$ cat src/rtl/xlat_pkg.sv
package xlat_pkg;
   localparam int REG_W       = 32;
   localparam int PG_SHIFT    = 12;
   localparam int DIR_SHIFT   = 20;
   localparam int FL_WALK_BIT = 17;
   localparam int FL_PAGE_BIT = 16;
   localparam int N_OPS       = 4;

   // register window selects
   typedef enum logic [2:0] {
      SEL_IADDR = 3'd0,
      SEL_IMASK = 3'd1,
      SEL_IGO   = 3'd2,
      SEL_WADDR = 3'd3,
      SEL_WGO   = 3'd4,
      SEL_FLUSH = 3'd5
   } sel_e;

   // queued operation, value is also service priority (lowest first)
   typedef enum logic [1:0] {
      OP_FLW  = 2'd0,
      OP_FLP  = 2'd1,
      OP_INVP = 2'd2,
      OP_INVW = 2'd3
   } op_e;
endpackage

$ cat src/rtl/xlat_assoc.sv
module xlat_assoc #(
   parameter int TAG_W = 20,
   parameter int DAT_W = 24,
   parameter int DEPTH = 8,
   parameter int IDX_W = (DEPTH > 1) ? $clog2(DEPTH) : 1
) (
   input  logic             clk,
   input  logic             rst_n,
   input  logic [TAG_W-1:0] lk_tag,
   output logic             lk_hit,
   output logic [DAT_W-1:0] lk_dat,
   input  logic             fl_en,
   input  logic [TAG_W-1:0] fl_tag,
   input  logic [DAT_W-1:0] fl_dat,
   input  logic             sc_en,
   input  logic             sc_all,
   input  logic [IDX_W-1:0] sc_idx,
   input  logic [TAG_W-1:0] sc_tag,
   input  logic [TAG_W-1:0] sc_mask,
   output logic [DEPTH-1:0] vld_o,
   output logic [DEPTH-1:0] hit_o
);
   if (DEPTH < 2) begin : g_bad_depth
      $error("xlat_assoc: DEPTH must be at least 2");
   end

   logic [DEPTH-1:0] hit_raw;
   logic [DEPTH-1:0] kill;
   logic [DEPTH-1:0] fhit;
   logic [TAG_W-1:0] tag_a [DEPTH];
   logic [DAT_W-1:0] dat_a [DEPTH];
   logic [IDX_W-1:0] rr_q;
   logic [IDX_W-1:0] wr_idx;

   for (genvar g = 0; g < DEPTH; g++) begin : g_ent
      logic             v_q;
      logic [TAG_W-1:0] t_q;
      logic [DAT_W-1:0] d_q;

      assign vld_o[g]   = v_q;
      assign tag_a[g]   = t_q;
      assign dat_a[g]   = d_q;
      assign hit_raw[g] = v_q && (t_q == lk_tag);
      assign fhit[g]    = v_q && (t_q == fl_tag);
      assign kill[g]    = sc_en && (sc_idx == IDX_W'(g)) &&
                          (sc_all || (((t_q ^ sc_tag) & sc_mask) == '0));

      always_ff @(posedge clk or negedge rst_n) begin
         if (!rst_n) begin
            v_q <= 1'b0;
            t_q <= '0;
            d_q <= '0;
         end else if (kill[g]) begin
            v_q <= 1'b0;
         end else if (fl_en && (wr_idx == IDX_W'(g))) begin
            v_q <= 1'b1;
            t_q <= fl_tag;
            d_q <= fl_dat;
         end
      end
   end

   assign hit_o  = hit_raw & ~kill;
   assign lk_hit = |hit_o;

   always_comb begin
      lk_dat = '0;
      for (int i = 0; i < DEPTH; i++) begin
         if (hit_o[i]) lk_dat = lk_dat | dat_a[i];
      end
   end

   // refill in place when the tag is present, otherwise round robin
   always_comb begin
      wr_idx = rr_q;
      for (int i = 0; i < DEPTH; i++) begin
         if (fhit[i]) wr_idx = IDX_W'(i);
      end
   end

   always_ff @(posedge clk or negedge rst_n) begin
      if (!rst_n) begin
         rr_q <= '0;
      end else if (fl_en && !(|fhit)) begin
         rr_q <= (rr_q == IDX_W'(DEPTH - 1)) ? '0 : rr_q + 1'b1;
      end
   end

   logic unused_tags;
   assign unused_tags = ^{tag_a[0], tag_a[DEPTH-1]};
endmodule

$ cat src/rtl/xlat_maint.sv
module xlat_maint
   import xlat_pkg::*;
#(
   parameter int VA_W   = 32,
   parameter int MAIN_N = 8,
   parameter int WALK_N = 4,
   parameter int N_UTLB = 6,
   parameter int CNT_W  = $clog2((MAIN_N > WALK_N) ? MAIN_N : WALK_N)
) (
   input  logic              clk,
   input  logic              rst_n,
   input  logic              cfg_we,
   input  logic [2:0]        cfg_sel,
   input  logic [REG_W-1:0]  cfg_wdata,
   output logic [REG_W-1:0]  cfg_rdata,
   output logic [VA_W-1:0]   inv_addr,
   output logic [VA_W-1:0]   inv_mask,
   output logic [VA_W-1:0]   walk_addr,
   output logic              sc_page,
   output logic              sc_walk,
   output logic              sc_all,
   output logic [CNT_W-1:0]  sc_idx,
   output logic [N_OPS-1:0]  pend_o,
   output logic [N_UTLB-1:0] utlb_o,
   output logic              busy_o
);
   logic [N_OPS-1:0]  pend_q, set_v, clr_v;
   logic [N_UTLB-1:0] utlb_q;
   logic [VA_W-1:0]   iaddr_q, imask_q, waddr_q;
   logic              act_q;
   op_e               cur_q, sel_op;
   logic [CNT_W-1:0]  idx_q, idx_now, last;
   logic              go, done, tgt_page, wr_fl;

   always_comb begin
      if (act_q)          sel_op = cur_q;
      else if (pend_q[0]) sel_op = OP_FLW;
      else if (pend_q[1]) sel_op = OP_FLP;
      else if (pend_q[2]) sel_op = OP_INVP;
      else                sel_op = OP_INVW;
      go       = act_q || (|pend_q);
      idx_now  = act_q ? idx_q : '0;
      tgt_page = (sel_op == OP_FLP) || (sel_op == OP_INVP);
      last     = tgt_page ? CNT_W'(MAIN_N - 1) : CNT_W'(WALK_N - 1);
      done     = go && (idx_now == last);
   end

   assign wr_fl = cfg_we && (cfg_sel == SEL_FLUSH);

   always_comb begin
      set_v          = '0;
      set_v[OP_FLW]  = wr_fl && cfg_wdata[FL_WALK_BIT];
      set_v[OP_FLP]  = wr_fl && cfg_wdata[FL_PAGE_BIT];
      set_v[OP_INVP] = cfg_we && (cfg_sel == SEL_IGO) && cfg_wdata[0];
      set_v[OP_INVW] = cfg_we && (cfg_sel == SEL_WGO) && cfg_wdata[0];
      clr_v          = '0;
      if (done) clr_v[sel_op] = 1'b1;
   end

   always_ff @(posedge clk or negedge rst_n) begin
      if (!rst_n) begin
         pend_q <= '0;
         utlb_q <= '0;
         act_q  <= 1'b0;
         cur_q  <= OP_FLW;
         idx_q  <= '0;
      end else begin
         pend_q <= (pend_q & ~clr_v) | set_v;
         utlb_q <= wr_fl ? cfg_wdata[N_UTLB-1:0] : '0;
         if (go) begin
            if (done) begin
               act_q <= 1'b0;
            end else begin
               act_q <= 1'b1;
               cur_q <= sel_op;
               idx_q <= idx_now + 1'b1;
            end
         end
      end
   end

   always_ff @(posedge clk or negedge rst_n) begin
      if (!rst_n) begin
         iaddr_q <= '0;
         imask_q <= '0;
         waddr_q <= '0;
      end else if (cfg_we) begin
         if (cfg_sel == SEL_IADDR && !pend_q[OP_INVP]) iaddr_q <= cfg_wdata[VA_W-1:0];
         if (cfg_sel == SEL_IMASK && !pend_q[OP_INVP]) imask_q <= cfg_wdata[VA_W-1:0];
         if (cfg_sel == SEL_WADDR && !pend_q[OP_INVW]) waddr_q <= cfg_wdata[VA_W-1:0];
      end
   end

   always_comb begin
      cfg_rdata = '0;
      case (cfg_sel)
         SEL_IADDR: cfg_rdata = REG_W'(iaddr_q);
         SEL_IMASK: cfg_rdata = REG_W'(imask_q);
         SEL_IGO:   cfg_rdata[0] = pend_q[OP_INVP];
         SEL_WADDR: cfg_rdata = REG_W'(waddr_q);
         SEL_WGO:   cfg_rdata[0] = pend_q[OP_INVW];
         SEL_FLUSH: begin
            cfg_rdata[FL_WALK_BIT]  = pend_q[OP_FLW];
            cfg_rdata[FL_PAGE_BIT]  = pend_q[OP_FLP];
            cfg_rdata[N_UTLB-1:0]   = utlb_q;
         end
         default:   cfg_rdata = '0;
      endcase
   end

   assign inv_addr  = iaddr_q;
   assign inv_mask  = imask_q;
   assign walk_addr = waddr_q;
   assign sc_page   = go && tgt_page;
   assign sc_walk   = go && !tgt_page;
   assign sc_all    = (sel_op == OP_FLW) || (sel_op == OP_FLP);
   assign sc_idx    = idx_now;
   assign pend_o    = pend_q;
   assign utlb_o    = utlb_q;
   assign busy_o    = (|pend_q) || (|utlb_q);
endmodule

$ cat src/rtl/xlat_cache.sv
module xlat_cache
   import xlat_pkg::*;
#(
   parameter int VA_W   = 32,
   parameter int FR_W   = 20,
   parameter int ACI_W  = 4,
   parameter int TBL_W  = 22,
   parameter int MAIN_N = 8,
   parameter int WALK_N = 4,
   parameter int N_UTLB = 6
) (
   input  logic              clk,
   input  logic              rst_n,
   input  logic              cfg_we,
   input  logic [2:0]        cfg_sel,
   input  logic [31:0]       cfg_wdata,
   output logic [31:0]       cfg_rdata,
   input  logic [VA_W-1:0]   lk_va,
   output logic              lk_hit,
   output logic [FR_W-1:0]   lk_frame,
   output logic [ACI_W-1:0]  lk_aci,
   input  logic              fl_valid,
   input  logic [VA_W-1:0]   fl_va,
   input  logic [FR_W-1:0]   fl_frame,
   input  logic [ACI_W-1:0]  fl_aci,
   input  logic [VA_W-1:0]   wl_va,
   output logic              wl_hit,
   output logic [TBL_W-1:0]  wl_table,
   input  logic              wf_valid,
   input  logic [VA_W-1:0]   wf_va,
   input  logic [TBL_W-1:0]  wf_table,
   output logic [N_UTLB-1:0] utlb_flush
);
   localparam int PTAG_W = VA_W - PG_SHIFT;
   localparam int DTAG_W = VA_W - DIR_SHIFT;
   localparam int PDAT_W = FR_W + ACI_W;
   localparam int MAXN   = (MAIN_N > WALK_N) ? MAIN_N : WALK_N;
   localparam int CNT_W  = $clog2(MAXN);
   localparam int PIDX_W = $clog2(MAIN_N);
   localparam int WIDX_W = $clog2(WALK_N);

   if (VA_W > REG_W || VA_W <= DIR_SHIFT) begin : g_bad_va
      $error("xlat_cache: VA_W must lie in (DIR_SHIFT, REG_W]");
   end
   if (N_UTLB < 1 || N_UTLB > FL_PAGE_BIT) begin : g_bad_utlb
      $error("xlat_cache: N_UTLB must lie in [1, 16]");
   end
   if (MAIN_N < 2 || WALK_N < 2) begin : g_bad_n
      $error("xlat_cache: both arrays need at least two entries");
   end

   logic [VA_W-1:0]   inv_addr, inv_mask, walk_addr;
   logic              sc_page, sc_walk, sc_all, busy;
   logic [CNT_W-1:0]  sc_idx;
   logic [N_OPS-1:0]  pend;
   logic [MAIN_N-1:0] p_vld, p_hit;
   logic [WALK_N-1:0] w_vld, w_hit;
   logic [PDAT_W-1:0] p_dat;

   xlat_maint #(
      .VA_W(VA_W), .MAIN_N(MAIN_N), .WALK_N(WALK_N), .N_UTLB(N_UTLB), .CNT_W(CNT_W)
   ) u_mnt (
      .clk(clk), .rst_n(rst_n),
      .cfg_we(cfg_we), .cfg_sel(cfg_sel), .cfg_wdata(cfg_wdata), .cfg_rdata(cfg_rdata),
      .inv_addr(inv_addr), .inv_mask(inv_mask), .walk_addr(walk_addr),
      .sc_page(sc_page), .sc_walk(sc_walk), .sc_all(sc_all), .sc_idx(sc_idx),
      .pend_o(pend), .utlb_o(utlb_flush), .busy_o(busy)
   );

   xlat_assoc #(.TAG_W(PTAG_W), .DAT_W(PDAT_W), .DEPTH(MAIN_N), .IDX_W(PIDX_W)) u_page (
      .clk(clk), .rst_n(rst_n),
      .lk_tag(lk_va[VA_W-1:PG_SHIFT]), .lk_hit(lk_hit), .lk_dat(p_dat),
      .fl_en(fl_valid && !busy), .fl_tag(fl_va[VA_W-1:PG_SHIFT]),
      .fl_dat({fl_frame, fl_aci}),
      .sc_en(sc_page), .sc_all(sc_all), .sc_idx(sc_idx[PIDX_W-1:0]),
      .sc_tag(inv_addr[VA_W-1:PG_SHIFT]), .sc_mask(inv_mask[VA_W-1:PG_SHIFT]),
      .vld_o(p_vld), .hit_o(p_hit)
   );

   xlat_assoc #(.TAG_W(DTAG_W), .DAT_W(TBL_W), .DEPTH(WALK_N), .IDX_W(WIDX_W)) u_walk (
      .clk(clk), .rst_n(rst_n),
      .lk_tag(wl_va[VA_W-1:DIR_SHIFT]), .lk_hit(wl_hit), .lk_dat(wl_table),
      .fl_en(wf_valid && !busy), .fl_tag(wf_va[VA_W-1:DIR_SHIFT]), .fl_dat(wf_table),
      .sc_en(sc_walk), .sc_all(sc_all), .sc_idx(sc_idx[WIDX_W-1:0]),
      .sc_tag(walk_addr[VA_W-1:DIR_SHIFT]), .sc_mask({DTAG_W{1'b1}}),
      .vld_o(w_vld), .hit_o(w_hit)
   );

   assign lk_frame = p_dat[PDAT_W-1:ACI_W];
   assign lk_aci   = p_dat[ACI_W-1:0];

   logic unused_bits;
   assign unused_bits = ^{lk_va[PG_SHIFT-1:0], fl_va[PG_SHIFT-1:0],
                          wl_va[DIR_SHIFT-1:0], wf_va[DIR_SHIFT-1:0],
                          inv_addr[PG_SHIFT-1:0], inv_mask[PG_SHIFT-1:0],
                          walk_addr[DIR_SHIFT-1:0], sc_idx, w_hit};
endmodule

$ cat config.mk
export PLATFORM = sky130hd
export DESIGN_NAME = xlat_cache
export DESIGN_NICKNAME = d
export VERILOG_FILES = /design/src/rtl/xlat_pkg.sv /design/src/rtl/xlat_assoc.sv /design/src/rtl/xlat_maint.sv /design/src/rtl/xlat_cache.sv
export SDC_FILE = /design/constraint.sdc
export NUM_CORES = 1
export LEC_CHECK = 0
export CORE_MARGIN = 2
export CORE_UTILIZATION = 60
export CTS_CLUSTER_SIZE = 28
export DETAILED_ROUTE_END_ITERATION = 16
export DONT_BUFFER_PORTS = 1
export GPL_TIMING_DRIVEN = 1
export HOLD_SLACK_MARGIN = 0.1
export PLACE_DENSITY_LB_ADDON = 0.1
export SLEW_MARGIN = 20
export SYNTH_ARGS = -nofsm -noshare
export SYNTH_HDL_FRONTEND = slang
export SYNTH_SLANG_ARGS = --single-unit
$ cat constraint.sdc
create_clock -name clk -period 6.65 [get_ports clk]
set_input_delay 0.665 -clock clk [delete_from_list [all_inputs] [get_ports clk]]
set_output_delay 0.665 -clock clk [all_outputs]
set_load 0.05 [all_outputs]
Word level (Yosys, flattened, before mapping)
Index checks and enable logic that the tools add are counted.
{"block": "totals", "regBits": 617}
{"block": "op_classes", "add_sub_neg": 3, "magnitude_cmp": 2, "eq_ne": 54, "n_mux": 66, "bitwise": 50, "n_reduce_logical": 152}
{"operator": "== test 20 bit", "count": 16}
{"operator": "two-way mux 24 bit", "count": 8}
{"operator": "bitwise OR 24 bit", "count": 7}
{"operator": "AND 20 bit", "count": 8}
{"operator": "zero test 20 bit", "count": 8}
{"operator": "XOR 20 bit", "count": 8}
{"operator": "== test 12 bit", "count": 8}
{"operator": "two-way mux 22 bit", "count": 4}
{"operator": "logical AND 1 bit", "count": 78}
{"operator": "bitwise OR 22 bit", "count": 3}
{"operator": "zero test 12 bit", "count": 4}
{"operator": "XOR 12 bit", "count": 4}
{"operator": "one-hot mux 14 bit (3 select lines)", "count": 1}
{"operator": "== test 3 bit, second input constant", "count": 11}
{"operator": "two-way mux 3 bit", "count": 11}
{"operator": "AND reduction 2 bit", "count": 16}
{"operator": "one-hot mux 10 bit (3 select lines)", "count": 1}
{"operator": "two-way mux 1 bit", "count": 27}
{"operator": "nonzero test 2 bit", "count": 12}
{"operator": "one-hot mux 5 bit (4 select lines)", "count": 1}
{"operator": "== test 3 x 2 -> 1 bit, second input constant", "count": 6}
{"operator": "logical OR 1 bit", "count": 16}
{"operator": "two-way mux 2 bit", "count": 8}
{"operator": "OR reduction 8 bit", "count": 2}
{"operator": "24 further kinds", "count": 59}

Depth between registers and ports, before layout
{"block": "logic_depth", "word_depth": 26, "mapped_depth": 14, "ltp_nobuf": 12}

Hierarchy
Synthesis repeated with hierarchy kept, for this count alone.
{"block": "unflattened", "hier_cells": 2903, "area_unflattened_um2": 35417.7}
{"mod": "xlat_assoc at u_page", "instances": 1, "cells_each": 1808, "area_per_inst_um2": 21818.4, "seq_area_each_um2": 9083.7}
{"mod": "xlat_assoc at u_walk", "instances": 1, "cells_each": 662, "area_per_inst_um2": 8125.3, "seq_area_each_um2": 3553.4}
{"mod": "xlat_maint", "instances": 1, "cells_each": 430, "area_per_inst_um2": 5457.7, "seq_area_each_um2": 2802.7}
{"mod": "xlat_cache", "instances": 1, "cells_each": 3, "area_per_inst_um2": 16.3, "seq_area_each_um2": 0.0}

Worst setup path after synthesis
No wires, ideal clock.
{"block": "synth_timing", "path_kind": "register to output", "start": "reg u_mnt.act_q", "end": "out lk_aci[3]", "arrival_time_ns": 3.338, "required_time_ns": 5.985, "slack_ns": 2.647, "path_stages_with_launch": 14, "path_cell_list": "dfrtp_1 > clkbuf_1 > a211oi_1 > a21oi_1 > inv_1 > ha_1 > nor2_1 > clkbuf_1 > o31ai_1 > a311oi_1 > clkbuf_1 > a22oi_1 > o221a_2 > o2111ai_1"}
{"block": "synth_via", "elab_chain_cells": 23, "word_cells_on_any_way": 58}
{"item": "start: declaration", "line": "xlat_maint.sv:30", "text": "logic act_q;"}
{"item": "start signal: assignment", "line": "xlat_maint.sv:64", "text": "act_q <= 1'b0;"}
{"item": "start signal: assignment", "line": "xlat_maint.sv:72", "text": "act_q <= 1'b0;"}
{"item": "start signal: assignment", "line": "xlat_maint.sv:74", "text": "act_q <= 1'b1;"}
{"item": "two-way mux 2 bit *", "line": "xlat_maint.sv:36", "text": "if (act_q) sel_op = cur_q;"}
{"item": "named net u_mnt.sel_op[0]", "line": "xlat_maint.sv:31", "text": "op_e cur_q, sel_op;"}
{"item": "== test 2 x 1 -> 1 bit or == test 2 bit (tied branches)", "line": "xlat_maint.sv:43, xlat_maint.sv:116"}
{"item": "logical OR 1 bit", "line": "xlat_maint.sv:43", "text": "tgt_page = (sel_op == OP_FLP) || (sel_op == OP_INVP);"}
{"item": "logical AND 1 bit", "line": "xlat_maint.sv:114", "text": "assign sc_page = go && tgt_page;"}
{"item": "logical AND 1 bit (2 in series)", "line": "xlat_assoc.sv:45", "text": "assign kill[g] = sc_en && (sc_idx == IDX_W'(g)) &&"}
{"item": "NOT 8 bit *", "line": "xlat_assoc.sv:63", "text": "assign hit_o = hit_raw & ~kill;"}
{"item": "AND 8 bit *", "line": "xlat_assoc.sv:63"}
{"item": "(+7 left out)"}
{"item": "bitwise OR 24 bit", "line": "xlat_assoc.sv:69", "text": "if (hit_o[i]) lk_dat = lk_dat | dat_a[i];"}
{"item": "two-way mux 24 bit", "line": "xlat_assoc.sv:69"}
{"item": "bitwise OR 24 bit", "line": "xlat_assoc.sv:69"}
{"item": "two-way mux 24 bit", "line": "xlat_assoc.sv:69"}
{"item": "bitwise OR 24 bit", "line": "xlat_assoc.sv:69"}
{"item": "two-way mux 24 bit", "line": "xlat_assoc.sv:69"}
{"item": "bitwise OR 24 bit", "line": "xlat_assoc.sv:69"}
{"item": "two-way mux 24 bit *", "line": "xlat_assoc.sv:69"}
{"item": "end: declaration", "line": "xlat_cache.sv:21", "text": "output logic [ACI_W-1:0] lk_aci,"}
The timed path passes the listed nets; every way through them passes the cells marked *.

Final worst setup path
{"block": "layout_timing", "start": "reg u_mnt.act_q", "end": "out wl_table[21]"}
{"block": "layout_via", "elab_chain_cells": 16, "word_cells_on_any_way": 35}
{"item": "two-way mux 2 bit *", "line": "xlat_maint.sv:36"}
{"item": "named net u_mnt.sel_op[0]", "line": "xlat_maint.sv:31"}
{"item": "== test 2 x 1 -> 1 bit or == test 2 bit (tied branches)", "line": "xlat_maint.sv:43, xlat_maint.sv:116"}
{"item": "logical OR 1 bit", "line": "xlat_maint.sv:43"}
{"item": "zero test 1 bit", "line": "xlat_maint.sv:115", "text": "assign sc_walk = go && !tgt_page;"}
{"item": "logical AND 1 bit", "line": "xlat_maint.sv:115"}
{"item": "logical AND 1 bit (2 in series)", "line": "xlat_assoc.sv:45"}
{"item": "NOT 4 bit *", "line": "xlat_assoc.sv:63"}
{"item": "AND 4 bit *", "line": "xlat_assoc.sv:63"}
{"item": "two-way mux 22 bit", "line": "xlat_assoc.sv:69"}
{"item": "bitwise OR 22 bit", "line": "xlat_assoc.sv:69"}
{"item": "two-way mux 22 bit", "line": "xlat_assoc.sv:69"}
{"item": "bitwise OR 22 bit", "line": "xlat_assoc.sv:69"}
{"item": "two-way mux 22 bit", "line": "xlat_assoc.sv:69"}
{"item": "bitwise OR 22 bit", "line": "xlat_assoc.sv:69"}
{"item": "two-way mux 22 bit *", "line": "xlat_assoc.sv:69"}
{"item": "end: declaration", "line": "xlat_cache.sv:28", "text": "output logic [TBL_W-1:0] wl_table,"}
Marked as above.

==> flow_summary.toml <==
[sta]
hold_violations = 0
min_period_ns = 5.24
worst_slew_pin_slew_ns = 1.24
fmax_mhz = 191
setup_tns_ns = 0
max_slew_margin_pct = 17.5
period_share_pct = 78.8
rsz0062_at_grt = "false"
slew_violations = 0
final.setup_skew_ns = 0.0386
setup-violations-final = 0

[flow_run]
cap_violations = 0

[die]
die_h_um = 244
num_rows = 87
die_area_um2 = 59500
core_area_um2 = 56600
initial_utilization_pct = 61.0
pin_count = 300
die_x_um = 244

[yosys]
synth_warnings = 0
yosysUniqueCellTypes = 61
ys_seq_elements = 617
ys_seq_area_share_pct = 44.7
ys.flop_type = "dfrtp_1"
syn_area_um2 = 34500
synthTopCellsByArea = "dfrtp_1 45%, mux2_2 17%, xnor2_1 8.3%"
synth_fp_nets = 3179
synth.avg_cell_area_um2 = 11.7
syn_inst = 2952
synth_edf_count = 0
synth.top_cell.area_share_pct = 44.7
synthTopCellsByCount = "617 x dfrtp_1, 533 x mux2_2, 328 x xnor2_1"
synthMostInstantiatedCell = "dfrtp_1"
synthArstFlopShare_pct = 100
synth_top_area_cell = "dfrtp_1"

[pwr]
pwr-share-comb_pct = 28.2
p_seq_share_pct = 41.6
intPower_uw = 8110
switchingPower_uw = 4520
pwr-share-clk_pct = 30.2
switching_share_pct = 35.8
power_uw = 12600
power_density_nw_per_um2 = 337
ir_drop_uv = 255
power.leakage_uw = 0.0176

[drt]
drt_iter0_drc = 2380
ant_nets = 0
wl_met1_um = 45200
wl_per_cell_um = 30.6
route.detailed.drc = 0
viasPerCell = 6.66
wirelength_um = 112000
route.vias.total = 24300
first_pass_iters = 7
highest_layer = "met4"
dr_wl_met2_um = 50400
dr_wl_met3_um = 10800

[finish]
layout.nets = 3077
diodes = 0
instances_no_fill = 3655
drive_gt1_share_pct = 28.9
syn2layout_area_growth_pct = 8.60
fill_cells = 4304
utilization_pct = 66.2

[global_route]
track_usage_pct = 37.7
antenna_found_initial = 0
first_global_vias = 24900
grt_pass1_wl_um = 166000
globalRouteOverflowTotal = 0
grt_max_degree = 618

[cts]
numCtsBuffers = 69
cts_sinks = 617
root_buffer = "clkbuf_16"
htree_levels = 3
clock_path_buffers = 3
cts_tree = "built"
path_clk_slew_ns = 0.06
clock_latency_ns = 0.63

[setup_path]
r2r_cells = 11
worst-endpoint-arrival_ns = 4.57
endpoint_kind = "output pin"
r2r_setup_slack_ns = 2.23
startpoint_type = "flop"
r2r_end = "u_page.g_ent[7].t_q[18]$_DFFE_PN0P_"
crit_type = "reg2out"
r2r_start = "u_mnt.act_q$_DFFE_PN0P_"
startpoint = "u_mnt.act_q$_DFFE_PN0P_"
crit_fanout = 23
cp_data_required_time_ns = 5.98

[placed_design]
dp.cells = 3530
gp_congestion = 0.995
detailed_place_hpwl_um = 72300
port_buffers = 0

[worst_hold_path]
hold_class = "in2async"

[status]
status = "complete, no violations"
[worst max-delay path by stage]
stage	slack, ns	depth (start not counted)	endpoint
after floorplan	2.65	13	lk_aci[3]
after global placement	2.13	13	wl_table[21]
after detailed placement	2.15	13	wl_table[21]
after CTS	1.46	13	wl_table[21]
after global routing	1.25	13	wl_table[1]
final	1.41	13	wl_table[21]
[cell families (layout without fill, tap and decap cells)]
logic type	after synthesis	count (layout)	synth area share, %
AO/OA/AOI/OAI	307	307	7.02
XOR/XNOR	624	624	15.8
adder cells (fa/ha/maj)	13	13	0.471
buffers and inverters	319	266	3.84
flip-flops	617	617	44.7
multiplexers	620	620	21.0
AND/OR/NAND/NOR	452	452	7.17
[through the flow]
stage / cell area (µm²) / setup slack, ns / hold WS (ns)
after floorplan: 34500 / 2.65 / 0.369
after global placement: 35000 / 2.13 / 0.383
after detailed placement: 35100 / 2.15 / 0.384
after CTS: 37400 / 1.46 / -0.271
after global routing: 37500 / 1.25 / 0.150
final: 37500 / 1.41 / 0.0140
[final cells by class]
cell class              instances  area, µm²  share of cell area, %
inverters                      83        312                  0.831
flip-flops and latches        617      15400                   41.2
clock buffers                  99       2040                   5.44
clock inverters                21        238                  0.634
multi-input cells            2016      18000                   47.9
repair buffers                 63        556                   1.48
well taps                     756        946                   2.52
[cells in the final DEF (no fill, tap or decap), drive strengths merged, types with 4 or more instances in the layout]
cell,count
nand3b,5
o221a,24
clkinv,16
o31ai,7
and3,4
mux2,613
and2,7
a21oi,8
xor2,296
nand2b,5
nor3b,10
o21a,5
or2,6
xnor2,328
a22oi,196
a22o,9
nand3,35
nand4b,8
and4,6
inv,85
mux2i,7
dfrtp,617
o41ai,5
nand2,113
or4,5
ha,13
clkbuf,99
o2111ai,24
nor3,19
nor2b,4
nand4,118
buf,62
nor4,57
o21ai,13
nor2,43
[timing repair]
action / 4_1_cts / 5_1_grt
buffers inserted: 0 / 0
hold endpoints to repair: 617 / 91
resized for setup: 0 / 0
[state kept, by name (all words and copies together), names as in the netlist, 4 cells and up]
signal / flops
u_mnt.walk_addr: 32
u_mnt.utlb_o: 6
u_mnt.inv_mask: 32
u_mnt.pend_o: 4
u_page.g_ent.v_q: 8
u_mnt.inv_addr: 32
u_walk.g_ent.v_q: 4
u_walk.g_ent.t_q: 48
u_page.g_ent.d_q: 192
u_page.g_ent.t_q: 160
u_walk.g_ent.d_q: 88
[critical path, cell delays in order (launching register included)]
cell and delay, ns:
dfrtp_1 0.52, a211oi_1 0.08, a21oi_1 0.29, inv_1 0.13
ha_1 0.24, nor2_1 0.53, buf_4 0.34, o31ai_1 0.15
nand3_1 0.25, nand2_1 0.13, nor4_2 0.34, buf_4 0.36
a22oi_1 0.14, nand2_1 0.44
[routing by layer]
| metal | track usage [%] | up-vias |
|---|---|---|
| li1 | - | 10300 |
| met1 | 50.5 | 12400 |
| met2 | 57.6 | 1268 |
| met3 | 10.0 | 352 |
| met4 | 17.0 | 0 |
| met5 | 0 | - |
[power by group through the flow]
| stage | clock (µW) | sequential [µW] | combinational (µW) |
|---|---|---|---|
| 4_1_cts | 3870 | 5190 | 3410 |
| 2_1_floorplan | 0 | 4650 | 2740 |
| 3_5_place_dp | 0 | 5260 | 3390 |
| 5_1_grt | 4030 | 5280 | 3780 |
| 6_report | 3810 | 5250 | 3570 |
| 3_3_place_gp | 0 | 5220 | 3320 |
(Power assumes the default switching activity.)
